$ cat config.mk
export PLATFORM = sky130hd
export DESIGN_NAME = tmr_clk_select
export DESIGN_NICKNAME = d
export VERILOG_FILES = /design/src/rtl/tmr_clk_select.sv
export SDC_FILE = /design/constraint.sdc
export NUM_CORES = 1
export LEC_CHECK = 0
export ABC_AREA = 1
export BUFFER_PORTS_ARGS = -buffer_cell sky130_fd_sc_hd__buf_2
export CAP_MARGIN = 20
export CELL_PAD_IN_SITES_DETAIL_PLACEMENT = 0
export CELL_PAD_IN_SITES_GLOBAL_PLACEMENT = 1
export CORE_ASPECT_RATIO = 0.9
export CORE_MARGIN = 8
export CORE_UTILIZATION = 35
export DETAILED_ROUTE_END_ITERATION = 6
export PLACE_DENSITY = 0.64
export SLEW_MARGIN = 10
export SYNTH_ARGS = -nofsm -noshare
export SYNTH_HDL_FRONTEND = slang
export SYNTH_SLANG_ARGS = --single-unit
$ cat constraint.sdc
create_clock -name clk -period 3.7 [get_ports clk]
set_input_delay 0.74 -clock clk [delete_from_list [all_inputs] [get_ports clk]]
set_output_delay 0.74 -clock clk [all_outputs]
set_load 0.03 [all_outputs]
$ cat src/rtl/tmr_clk_select.sv
module tmr_clk_select #(
  parameter int PRE_W  = 10,
  parameter int SYNC_N = 2
) (
  input  logic       clk,
  input  logic       rst,
  input  logic [2:0] src_sel,
  input  logic       pre_clr,
  input  logic       ext_pin,
  output logic       cnt_en
);
  localparam int TAP8    = 3;
  localparam int TAP64   = 6;
  localparam int TAP256  = 8;
  localparam int TAP1024 = PRE_W;

  logic [PRE_W-1:0]  pre_q;
  logic [SYNC_N-1:0] sync_q;
  logic              edge_q;
  logic              pin_s;
  logic              en_d;

  assign pin_s = sync_q[SYNC_N-1];

  always_comb begin
    unique case (src_sel)
      3'd0:    en_d = 1'b0;
      3'd1:    en_d = 1'b1;
      3'd2:    en_d = &pre_q[TAP8-1:0];
      3'd3:    en_d = &pre_q[TAP64-1:0];
      3'd4:    en_d = &pre_q[TAP256-1:0];
      3'd5:    en_d = &pre_q[TAP1024-1:0];
      3'd6:    en_d = edge_q & ~pin_s;
      default: en_d = pin_s & ~edge_q;
    endcase
  end

  always_ff @(posedge clk) begin
    if (rst) begin
      pre_q  <= '0;
      sync_q <= '0;
      edge_q <= 1'b0;
      cnt_en <= 1'b0;
    end else begin
      pre_q  <= pre_clr ? '0 : pre_q + 1'b1;
      sync_q <= {sync_q[SYNC_N-2:0], ext_pin};
      edge_q <= pin_s;
      cnt_en <= en_d;
    end
  end

  a_r1_stopped: assert property (@(posedge clk) disable iff (rst)
    src_sel == 3'd0 |=> !cnt_en);
  a_r2_every_clock: assert property (@(posedge clk) disable iff (rst)
    src_sel == 3'd1 |=> cnt_en);
  a_r3_div8_tap: assert property (@(posedge clk) disable iff (rst)
    (src_sel == 3'd2 && pre_q[2:0] == 3'b111) |=> cnt_en);
  a_r3_div1024_quiet: assert property (@(posedge clk) disable iff (rst)
    (src_sel == 3'd5 && pre_q != {PRE_W{1'b1}}) |=> !cnt_en);
  a_r6_rise_seen: assert property (@(posedge clk) disable iff (rst)
    (src_sel == 3'd7 && pin_s && !edge_q) |=> cnt_en);
  a_r7_single_pulse: assert property (@(posedge clk) disable iff (rst)
    (src_sel[2:1] == 2'b11 && cnt_en && $past(src_sel[2:1]) == 2'b11) |=> !cnt_en || src_sel[2:1] != 2'b11);
  a_r8_restart: assert property (@(posedge clk) disable iff (rst)
    pre_clr |=> pre_q == '0);
endmodule

==> results.cfg <==
[outcome]
run_status = completed

[setup_path]
critical_path_class = flop to output pin
cp.required_ns = 2.96
cp-startpoint = cnt_en
r2r_start = pre_q[0]
crit_buf_inv = 1
cp_slowest_cell = dfxtp_1
cp_max_fo = 1
path_cells = buf_2
path_delay_family = flip-flops
start_kind = flop
worst_ep_arrival_time_ns = 0.76
crit_path_end_kind = output pin
slowest_delay_ns = 0.31

[clock_tree]
cts-resized-gates = 0
cts_sinks = 14
cts_hold_buf = 0
cts_tree = yes
postCtsSetupBuffers = 0
cts_buffers = 3
clkLatencyLatePin_ns = 0.27
cts_root_buf = clkbuf_4
htree_num_levels = 1
clock_path_buffers = 2
clkTransAtPathRegs_ns = 0.08

[min_path]
min-delay-start = sync_q[0]
hold_class = flop to flop

[routing]
drt_iter0_markers = 10
drt_first_pass_iters = 4
via_count = 518
drt-total-wl_mm = 1.156
drcViolationCount = 0
wl_per_cell_um = 9.175
ant_nets = 0
viasPerCell = 4.111

[placement]
numPortBuffers = 7
gp_congestion = 0.7225
place_area_um2 = 715.7
dpl.hpwl_um = 914.4
dp_slack_ns = 2.279

[cells_and_area]
antenna_cells = 0
nNetsFinal = 113
finalInstanceArea_um2 = 738.2
final_common_cell = nand2_1
area_growth_syn_to_layout_pct = 13.46
drive_above_1_share_pct = 17.65
final_util_pct = 43.00
final_cell_mix = 23 x nand2_1, 17 x inv_1, 14 x nor2_1, 14 x dfxtp_1, 7 x buf_2

[logic_synthesis]
synth-adder-area-share_pct = 3.846
ys_ff_latch = 14
synth-seq-area-share_pct = 43.08
synthSimpleGateAreaFrac_pct = 32.50
yosys.area_share.xor_xnor_pct = 4.038
synth-compound-area-share_pct = 6.731
syn_area_per_cell_um2 = 7.072
synthMuxAreaShare_pct = 0
yosysWarnings = 0
postSynthCellCount = 92
ys_types = 15
synthesis.nets = 101
synth_top_family_by_area = simple AND/OR/NAND/NOR gates
syn_area_um2 = 650.6

[power_and_ir_drop]
internal-power_uw = 199.3
comb_power_share_pct = 8.0
p_clk_share_pct = 31.9
p_seq_share_pct = 60.1
switching_share_pct = 22.67
p_sw_uw = 58.43
vdd_drop_max_v = 0.0001724
p_leak_uw = 0.0003311
p_per_area_mw_per_mm2 = 349.1

[sta]
fin_setup_tns_ns = 0
drv_slew = 0
rsz0062_at_grt = no
tightest_slew_ns = 0.2030
fin_ws_ns = 2.196
clock.fmax_mhz = 665.0
skew_ns = 0.003888
hold_viol = 0
min_period_ns = 1.504
min_period_over_period_pct = 40.64
relSlewSlack_pct = 86.45
setup_viol = 0

[grt]
grt_pass1_vias = 492
grt_pass1_wl_mm = 2.097
grt_max_degree = 8
overflow = 0
grt_antenna_before_repair = 0
track_usage_pct = 7.961

[flow_run]
drv_cap = 0

[floorplan]
num_rows = 14
start_util_pct = 37.90
core_area_mm2 = 0.001717
fp.dieH_um = 56.90
die_area_mm2 = 0.003496
boundaryPins = 8
die_w_um = 61.45
==> worst reg2reg max path: cells and delay by family (launching register included) <==
| kind | cells | cell delay, ns |
|---|---|---|
| buf+inv | 1 | 0.03 |
| fa+ha+maj | 2 | 0.43 |
| simple gates | 4 | 0.20 |
| compound gates | 1 | 0.17 |
| flops | 1 | 0.33 |
==> sequential cells by signal, indices dropped and copies added, names as in the netlist <==
name    flops
cnt_en      1
edge_q      1
pre_q      10
sync_q      2
==> final timing paths <==
path	end	cells after the start	slack, ns
worst min-delay path	sync_q[1]	2	0.41
worst max-delay path	cnt_en	1	2.20
worst min register to register	sync_q[1]	2	0.41
worst max register to register	cnt_en	8	2.45
==> synth_stat cells <==
cell	count	area share, %
nand2_1	23	13
nor2_2	4	3.8
a21oi_1	5	3.8
nand2_2	1	0.96
nor2_4	1	1.7
xor2_1	2	2.7
nor2_1	14	8.1
inv_1	17	9.8
xnor2_1	1	1.3
nand3_1	4	3.1
o21ai_2	1	1.3
dfxtp_1	14	43
nand3_2	1	1.5
o21ai_1	2	1.5
ha_1	2	3.8
==> final cells by class <==
type,count,area (um2)
clock buffers,3,22.52
fillers,199,978.4
inverters,17,63.81
multi-input cells,61,306.5
flip-flops and latches,14,280.3
well taps,24,30.03
repair buffers,7,35.03
==> power groups by stage <==
stage | combinational (uW) | clock, uW | sequential [uW]
after global routing | 24.4 | 96.9 | 156
after CTS | 21.0 | 90.7 | 155
after global placement | 20.8 | 0 | 159
after floorplan | 11.5 | 0 | 160
after detailed placement | 20.8 | 0 | 159
final | 20.6 | 82.1 | 155
==> metrics by stage <==
| stage | std cells | total power, uW | hold WS (ns) |
|---|---|---|---|
| after global routing | 126 | 276.9 | 0.4593 |
| after detailed placement | 123 | 179.4 | 0.3981 |
| after global placement | 123 | 179.3 | 0.3997 |
| final | 126 | 257.7 | 0.4114 |
| after floorplan | 92 | 171.5 | 0.3883 |
| after CTS | 126 | 266.6 | 0.4093 |
==> kinds of logic after synthesis <==
| group | count (synthesis) |
|---|---|
| AOI/OAI and AO/OA | 8 |
| xor gates and xnor gates | 3 |
| adders and majority gates | 2 |
| buffers and inverters | 17 |
| DFF | 14 |
| and+or+nand+nor | 48 |
==> layer usage <==
metal | vias up | GRT usage, % | share of wire (%)
met5 | - | 0 | 0
met4 | 0 | 4.870 | 0.78
met3 | 2 | 3.636 | 5.5
met2 | 5 | 10.15 | 39
met1 | 213 | 10.38 | 54
li1 | 298 | - | -
No activity file was read; power rests on OpenSTA's default activity.
